<file path="config.mk">
export PLATFORM = sky130hd
export DESIGN_NAME = adc_burst_sampler
export DESIGN_NICKNAME = d
export VERILOG_FILES = /design/src/rtl/adcs_pkg.sv /design/src/rtl/adcs_phase_timer.sv /design/src/rtl/adcs_rx_shift.sv /design/src/rtl/adcs_seq.sv /design/src/rtl/adc_burst_sampler.sv
export SDC_FILE = /design/constraint.sdc
export NUM_CORES = 1
export LEC_CHECK = 0
export BUFFER_PORTS_ARGS = -buffer_cell sky130_fd_sc_hd__buf_4
export CAP_MARGIN = 20
export CORE_MARGIN = 5
export CORE_UTILIZATION = 32
export DETAILED_ROUTE_END_ITERATION = 12
export GPL_TIMING_DRIVEN = 0
export PLACE_DENSITY_LB_ADDON = 0.25
export SETUP_SLACK_MARGIN = 0.2
export SYNTH_ARGS = -nofsm -noshare
export SYNTH_HDL_FRONTEND = slang
export SYNTH_SLANG_ARGS = --single-unit
</file>
<file path="constraint.sdc">
create_clock -name clk -period 3.75 [get_ports clk]
set_input_delay 0.75 -clock clk [delete_from_list [all_inputs] [get_ports clk]]
set_output_delay 0.75 -clock clk [all_outputs]
set_load 0.05 [all_outputs]
</file>
<file path="src/rtl/adcs_pkg.sv">
package adcs_pkg;
  typedef enum logic [1:0] {ST_IDLE, ST_HIGH, ST_LOW, ST_QUIET} seq_st_t;
  typedef enum logic [1:0] {FR_CONV, FR_WAKE, FR_SLEEP} frame_t;
endpackage

</file>
<file path="src/rtl/adcs_phase_timer.sv">
module adcs_phase_timer #(
  parameter int DIV_W = 8
) (
  input  logic             clk,
  input  logic             rst,
  input  logic             clr,
  input  logic [DIV_W-1:0] half,
  output logic             tick
);
  logic [DIV_W-1:0] ph;

  // tick marks the last system clock of a serial clock half
  assign tick = (ph == half - DIV_W'(1));

  always_ff @(posedge clk) begin
    if (rst || clr) ph <= '0;
    else if (tick)  ph <= '0;
    else            ph <= ph + DIV_W'(1);
  end
endmodule

</file>
<file path="src/rtl/adcs_rx_shift.sv">
module adcs_rx_shift #(
  parameter int DW = 16
) (
  input  logic          clk,
  input  logic          rst,
  input  logic          sample,
  input  logic          publish,
  input  logic          sdata,
  output logic [DW-1:0] result,
  output logic          valid
);
  logic [DW-1:0] sh;

  always_ff @(posedge clk) begin
    if (rst) begin
      sh     <= '0;
      result <= '0;
      valid  <= 1'b0;
    end else begin
      valid <= 1'b0;
      if (sample) begin
        sh <= {sh[DW-2:0], sdata};
        if (publish) begin
          result <= {sh[DW-2:0], sdata};
          valid  <= 1'b1;
        end
      end
    end
  end
endmodule

</file>
<file path="src/rtl/adcs_seq.sv">
module adcs_seq
  import adcs_pkg::*;
#(
  parameter int DW         = 16,
  parameter int DIV_W      = 8,
  parameter int Q_W        = 8,
  parameter int CNT_W      = 8,
  parameter int PWRUP_CLKS = 200,
  parameter int PD_EDGES   = 4,
  parameter int WAKE_MIN   = 10
) (
  input  logic             clk,
  input  logic             rst,
  input  logic             cmd_valid,
  input  logic             cmd_burst,
  input  logic             cmd_stop,
  input  logic [DIV_W-1:0] div_half,
  input  logic [Q_W-1:0]   quiet_cycles,
  input  logic [CNT_W-1:0] burst_count,
  input  logic             tick,
  output logic [DIV_W-1:0] half_q,
  output logic             clr,
  output logic             sample,
  output logic             publish,
  output logic             cs_n,
  output logic             sclk,
  output logic             busy
);
  localparam int EC_W = $clog2(DW + 1);
  localparam int EL_W = $clog2(PWRUP_CLKS + 1);

  seq_st_t          st;
  frame_t           ftype, nxt_type;
  logic [EC_W-1:0]  edges;
  logic [EL_W-1:0]  elapsed;
  logic [Q_W-1:0]   qc, quiet_q;
  logic [CNT_W-1:0] left;
  logic             cont, stop_req, frame_done, more, gap_over;

  always_comb begin
    case (ftype)
      FR_CONV:  frame_done = (edges == EC_W'(DW));
      FR_SLEEP: frame_done = (edges == EC_W'(PD_EDGES));
      FR_WAKE:  frame_done = (edges == EC_W'(DW)) ||
                             ((edges >= EC_W'(WAKE_MIN)) &&
                              (elapsed >= EL_W'(PWRUP_CLKS - 1)));
      default:  frame_done = 1'b1;
    endcase
  end

  assign gap_over = (st == ST_QUIET) && (qc == quiet_q);
  assign more     = cont ? !(stop_req || cmd_stop) : (ftype != FR_SLEEP);
  assign nxt_type = (cont || left != '0) ? FR_CONV : FR_SLEEP;
  assign clr      = ((st == ST_IDLE) && cmd_valid) || (gap_over && more);
  assign sample   = (st == ST_HIGH) && tick;
  assign publish  = sample && (ftype == FR_CONV) && (edges == EC_W'(DW - 1));

  always_ff @(posedge clk) begin
    if (rst) begin
      st       <= ST_IDLE;
      ftype    <= FR_CONV;
      cs_n     <= 1'b1;
      sclk     <= 1'b1;
      busy     <= 1'b0;
      edges    <= '0;
      elapsed  <= '0;
      qc       <= '0;
      quiet_q  <= '0;
      half_q   <= DIV_W'(1);
      left     <= '0;
      cont     <= 1'b0;
      stop_req <= 1'b0;
    end else begin
      if (busy && cmd_stop) stop_req <= 1'b1;
      if (!cs_n && elapsed != EL_W'(PWRUP_CLKS)) elapsed <= elapsed + EL_W'(1);
      case (st)
        ST_IDLE: if (cmd_valid) begin
          half_q   <= (div_half == '0) ? DIV_W'(1) : div_half;
          quiet_q  <= quiet_cycles;
          left     <= burst_count;
          cont     <= !cmd_burst;
          stop_req <= 1'b0;
          busy     <= 1'b1;
          ftype    <= cmd_burst ? FR_WAKE : FR_CONV;
          cs_n     <= 1'b0;
          sclk     <= 1'b1;
          edges    <= '0;
          elapsed  <= '0;
          st       <= ST_HIGH;
        end
        ST_HIGH: if (tick) begin
          sclk  <= 1'b0;
          edges <= edges + EC_W'(1);
          st    <= ST_LOW;
        end
        ST_LOW: if (tick) begin
          sclk <= 1'b1;
          if (frame_done) begin
            cs_n <= 1'b1;
            qc   <= '0;
            st   <= ST_QUIET;
          end else begin
            st <= ST_HIGH;
          end
        end
        ST_QUIET: begin
          if (gap_over) begin
            if (more) begin
              cs_n    <= 1'b0;
              edges   <= '0;
              elapsed <= '0;
              ftype   <= nxt_type;
              if (!cont && nxt_type == FR_CONV) left <= left - CNT_W'(1);
              st      <= ST_HIGH;
            end else begin
              busy <= 1'b0;
              st   <= ST_IDLE;
            end
          end else begin
            qc <= qc + Q_W'(1);
          end
        end
        default: st <= ST_IDLE;
      endcase
    end
  end
endmodule

</file>
<file path="src/rtl/adc_burst_sampler.sv">
module adc_burst_sampler #(
  parameter int DW         = 16,
  parameter int DIV_W      = 8,
  parameter int Q_W        = 8,
  parameter int CNT_W      = 8,
  parameter int PWRUP_CLKS = 200,
  parameter int PD_EDGES   = 4,
  parameter int WAKE_MIN   = 10
) (
  input  logic             clk,
  input  logic             rst,
  input  logic             cmd_valid,
  input  logic             cmd_burst,
  input  logic             cmd_stop,
  input  logic [DIV_W-1:0] div_half,
  input  logic [Q_W-1:0]   quiet_cycles,
  input  logic [CNT_W-1:0] burst_count,
  input  logic             adc_sdata,
  output logic             adc_cs_n,
  output logic             adc_sclk,
  output logic [DW-1:0]    result,
  output logic             result_valid,
  output logic             busy
);
  logic [DIV_W-1:0] half_q;
  logic             tick, clr, sample, publish;

  adcs_phase_timer #(.DIV_W(DIV_W)) u_timer (
    .clk(clk), .rst(rst), .clr(clr), .half(half_q), .tick(tick)
  );

  adcs_seq #(
    .DW(DW), .DIV_W(DIV_W), .Q_W(Q_W), .CNT_W(CNT_W),
    .PWRUP_CLKS(PWRUP_CLKS), .PD_EDGES(PD_EDGES), .WAKE_MIN(WAKE_MIN)
  ) u_seq (
    .clk(clk), .rst(rst), .cmd_valid(cmd_valid), .cmd_burst(cmd_burst),
    .cmd_stop(cmd_stop), .div_half(div_half), .quiet_cycles(quiet_cycles),
    .burst_count(burst_count), .tick(tick), .half_q(half_q), .clr(clr),
    .sample(sample), .publish(publish), .cs_n(adc_cs_n), .sclk(adc_sclk),
    .busy(busy)
  );

  adcs_rx_shift #(.DW(DW)) u_rx (
    .clk(clk), .rst(rst), .sample(sample), .publish(publish),
    .sdata(adc_sdata), .result(result), .valid(result_valid)
  );
endmodule

</file>
## Yosys cells after proc, flatten, opt, wreduce, memory -nomap -nowiden

Index checks and enable logic that the tools add are counted.

- Add/subtract/negate cells: 6
- Order comparisons: 2
- Equal/unequal tests: 21
- Multiplexer cells: 52
- Bitwise operators: 1
- Reductions and logical operators: 41

Operator list:

| kind | number |
|---|---|
| $mux W8 | 12 |
| $pmux W8 S2 | 3 |
| $add A8 B1 Y8 const B | 3 |
| $mux W5 | 4 |
| $reduce_and A4 Y1 | 5 |
| $mux W2 | 9 |
| $mux W1 | 17 |
| $eq A8 B8 Y1 | 2 |
| $sub A8 B1 Y8 const B | 2 |
| $pmux W5 S3 | 1 |
| $logic_and A1 B1 Y1 | 10 |
| $ne A2 B1 Y1 const B | 5 |
| $ne A2 B2 Y1 const B | 5 |
| $reduce_and A5 Y1 | 2 |
| $pmux W1 S3 | 3 |
| $reduce_bool A3 Y1 | 3 |
| $ge A8 B8 Y1 const B | 1 |
| $logic_not A8 Y1 | 1 |
| $ne A8 B8 Y1 const B | 1 |
| $pmux W2 S4 | 1 |
| $reduce_bool A8 Y1 | 1 |
| $eq A2 B2 Y1 const B | 3 |
| $logic_not A2 Y1 | 3 |
| $reduce_and A6 Y1 | 1 |
| 14 further kinds | 25 |

- Flip-flop bits (word level): 94
- Logic and storage cells: 140

## Depth between registers and ports, before layout

- Depth in word-level cells: 9
- Gate-level depth with buffers: 10
- Depth with buffers taken out: 8

## Hierarchy

A second synthesis with hierarchy kept.

- Cell total of the unflattened synthesis: 569
- Area, all modules: 4,994.8 um^2

Modules (own cells, without submodules):

| module | times used | cells each | area an instance (um^2) | seq. area each (um^2) |
|---|---|---|---|---|
| adcs_seq | 1 | 371 | 3,101.7 | 1,081.0 |
| adcs_rx_shift | 1 | 124 | 1,265.0 | 640.6 |
| adcs_phase_timer | 1 | 74 | 628.1 | 160.2 |

## Worst setup path before layout

No wires, ideal clock.

- Path type: flip-flop to flip-flop
- Start: register u_seq.half_q[0]
- End: register u_rx.result[10]
- Setup time: 72 ps
- Arrival time: 2,603 ps
- Required time: 3,678 ps
- Path slack: 1,075 ps
- Cell stages (with the launch flop): 11
- Path buffers: 2
- Period minus slack after synthesis: 2,675 ps
- Cells stage by stage: dfxtp_1 > inv_1 > ha_1 > or3b_1 > nor4_1 > o2111ai_1 > a2111oi_4 > and3_1 > buf_6 > buf_8 > mux2i_1

- Longest elaborated chain between the ends: 6

RTL lines:

| item | line | text |
|---|---|---|
| start: declaration | adcs_seq.sv:21 | `output logic [DIV_W-1:0] half_q,` |
| start signal: assignment | adcs_seq.sv:78 | `half_q <= (div_half == '0) ? DIV_W'(1) : div_half;` |
| $sub A8 B1 Y8 * | adcs_phase_timer.sv:13 | `assign tick = (ph == half - DIV_W'(1));` |
| $eq A8 B8 Y1 * | adcs_phase_timer.sv:13 |  |
| $logic_and A1 B1 Y1 * | adcs_seq.sv:55 | `assign sample = (st == ST_HIGH) && tick;` |
| $logic_and A1 B1 Y1 (2 in series) | adcs_seq.sv:56 | `assign publish = sample && (ftype == FR_CONV) && (edges == EC_W'(DW - 1));` |
| $reduce_and A2 Y1 (no source line) * | -- |  |
| end signal: assignment | adcs_rx_shift.sv:24 | `result <= {sh[DW-2:0], sdata};` |
| end: declaration | adcs_rx_shift.sv:9 | `output logic [DW-1:0] result,` |

Every way passes the cells marked *; elsewhere a longest branch is shown, timed or not.
A chain may end at the register's enable or synchronous reset.

## Final worst setup path

- Start: register u_seq.half_q[0]
- End: register u_rx.sh[0]

- Longest elaborated chain between the ends: 3

RTL lines:

| item | line | text |
|---|---|---|
| $sub A8 B1 Y8 | adcs_phase_timer.sv:13 |  |
| $eq A8 B8 Y1 | adcs_phase_timer.sv:13 |  |
| $logic_and A1 B1 Y1 | adcs_seq.sv:55 |  |
| end signal: assignment | adcs_rx_shift.sv:22 | `sh <= {sh[DW-2:0], sdata};` |
| end: declaration | adcs_rx_shift.sv:12 | `logic [DW-1:0] sh;` |

Every way passes these cells.

==> results.yml <==
worst_setup_path:
  crit_path_start_kind: "flop"
  crit_required_ns: 4.03
  crit_fanout: 10
  worstPathArrival_ns: 3.34
  critPathKind: "reg -> reg"
  critPathCaptureType: "flop"
yosys:
  synthSimpleGateAreaFrac: 0.212
  synth_top_cells_by_area: "dfxtp_1, nand2_1, nor2_1"
  syn_area_per_cell_um2: 8.40
  netlist_instances: 573
  muxShareOfSynthArea: 0.0398
  yosysUniqueCellTypes: 67
  synth_seq_cells: 94
  ys_seq_area_frac: 0.391
  synth_top_family_by_area: "compound AO/OA/AOI/OAI gates"
  synth_fa_ha_area_frac: 0.0364
  synthXorXnorAreaFrac: 0.0528
  synth_compound_area_frac: 0.224
  yosysTopAreaCell: "dfxtp_1"
  async_flop_share: 0
  syn_nets: 617
  yosys_warnings: 0
  synth_area_um2: 4810
  synth_ff_type: "dfxtp_1"
  synth_top_area_share: 0.391
  synth-edff-count: 0
sta:
  min_period_over_period: 0.817
  slew-limit-headroom: 0.411
  setup_viol: 0
  setup_slack_ns: 0.685
  slew_violations: 0
  hold_viol_final: 0
  skew_ns: 0.0107
  clock.fmax_mhz: 326
  min_period_ns: 3.06
  grt_setup_unrepaired: "no"
  worst_pin_slew_ns: 0.883
  fin_tns_setup_ns: 0
layout:
  fin_nets: 677
  final_util: 0.388
  layout_common_cells: "dfxtp_1, nand2_1, nor2_1, buf_4, a21oi_1"
  layout_commonest_cell: "dfxtp_1"
  syn_to_final_growth_pct: 18.1
  layout-drive-gt1-share: 0.127
  multi_input_area_um2: 2720
  n_antenna_cell: 0
  fill_cells: 1525
  ff_latch_area_um2: 1880
  design_area_um2: 5690
  fin_cells: 821
drt:
  drt-met1-wl_um: 6110
  antenna_left: 0
  vias: 4359
  finalWirelength_um: 12500
  firstDrtPassIters: 5
  via_per_inst: 5.31
  dr.first_iter.drc_count: 280
  routed.top_layer: "met4"
  met2_length_um: 5900
  wl_per_cell_um: 15.3
  drc: 0
  wl_met3_um: 335
global_routing:
  overflow: 0
  grt_pass1_wl_um: 21300
  grt_max_degree: 15
  antenna_found_initial: 0
  grt_pass1_vias: 4323
  grtUsageTotal: 0.146
clocking:
  hold_buffers: 0
  tritoncts: "yes"
  h-tree-depth: 3
  clock_path_buffers: 2
  clkTransAtPathRegs_ns: 0.06
  clk_latency_ns: 0.36
  cts_buffers: 9
  post-cts-setup-buffers: 0
  root_buffer: "clkbuf_16"
  clkSinkCount: 94
  cts_resized: 0
floorplanning:
  die_h_um: 133
  fp.dieArea_um2: 17600
  dieWidth_um: 133
  initial_core_util: 0.329
  rows: 44
  io_pins: 50
  core_um2: 14600
placed_design:
  gp_congestion: 0.866
  placed_area_um2: 5410
  place_inst: 806
  place_ws_ns: 0.705
  dp_hpwl_um: 9260
  port_buffers: 49
status:
  run_status: "completed"
power:
  total_leakage_power_uw: 0.00207
  p_per_area_nw_per_um2: 544
  vdd_drop_max_mv: 0.233
run:
  maxCapViolations: 0
hold_path:
  hold_class: "reg -> reg"
metrics by stage:
| step | total power, uW | hold WS [ns] |
|---|---|---|
| 2_1_floorplan | 1930 | 0.435 |
| 3_3_place_gp | 2210 | 0.446 |
| 3_5_place_dp | 2230 | 0.455 |
| 4_1_cts | 3110 | 0.464 |
| 5_1_grt | 3280 | 0.482 |
| 6_report | 3100 | 0.460 |
flip-flops by register name, summed over array words and instances (netlist names), 5 cells and up:
name	flops
u_seq.elapsed	8
u_seq.half_q	8
u_seq.edges	5
u_timer.ph	8
u_rx.sh	15
u_rx.result	16
u_seq.quiet_q	8
u_seq.qc	8
u_seq.left	8
report_power, final:
part	switching [uW]	internal (uW)	total, uW	leakage [uW]
combinational	683	337	1020	0.00117
sequential	106	1090	1200	0.000763
clock	398	479	876	0.000137
total	1190	1910	3100	0.00207
synthesized netlist by cell type, types with 2 or more instances:
master,n
nor4_1,4
nand2_1,81
a2111oi_0,2
nor3_1,9
a21oi_1,33
and2_1,4
xor2_1,15
clkinv_1,2
o311ai_0,2
o22ai_1,3
o21ai_0,27
mux2i_1,18
and3_1,9
o211a_1,2
dfxtp_1,94
o31ai_1,4
nor2_1,49
nor2b_1,8
o31a_1,2
inv_1,15
o32ai_1,2
or3_1,3
a2111oi_4,2
clkbuf_1,25
and3b_1,2
o21a_1,5
xnor2_1,14
and4_1,2
a221oi_1,3
buf_2,4
a21o_1,2
nand2b_1,7
a31oi_1,13
a32o_1,2
a22o_1,16
ha_1,14
nand3_1,16
nand4_1,12
o211ai_1,9
o21ai_1,2
o2bb2ai_1,2
o2111ai_1,2
o311a_1,2
a22oi_1,2
a211oi_1,5
cells by family after synthesis:
logic type,after synthesis
DFF,94
xor gates and xnor gates,29
buffers and inverters,50
adders and majority gates,14
AOI/OAI and AO/OA,152
and+or+nand+nor,215
muxes,19
routing by layer:
metal  global-route usage  up-vias
met2                0.237       71
li1                     -     2187
met1                0.192     2084
met4               0.0595        0
met3               0.0262       17
met5                    0        -
final timing paths:
check / from / endpoint / slack, ns / cells after the start
worst max-delay path: u_seq.half_q[0] / u_rx.sh[0] / 0.69 / 10
worst min-delay path: u_rx.result[13] / u_rx.result[13] / 0.46 / 2
worst max register to register: u_seq.half_q[0] / u_rx.sh[0] / 0.69 / 10
worst min register to register: u_rx.result[13] / u_rx.result[13] / 0.46 / 2
cell type report:
cell class,instances,share of cell area
Tap cell,184,0.0405
Inverter,18,0.0119
Multi-Input combinational cell,429,0.478
Clock inverter,4,0.00396
Sequential cell,94,0.331
Timing Repair Buffer,49,0.0647
Clock buffer,11,0.0445
Buffer,32,0.0253
worst max-delay path: stages (launching register included):
cell	delay, ns
dfxtp_1	0.35
inv_1	0.10
ha_1	0.22
or3b_1	0.41
o31a_1	0.25
o2111ai_1	0.56
a211o_1	0.19
buf_2	0.26
clkbuf_1	0.35
o21ai_0	0.15
a21oi_1	0.16
Note: power is estimated with default switching activity, not from simulation.
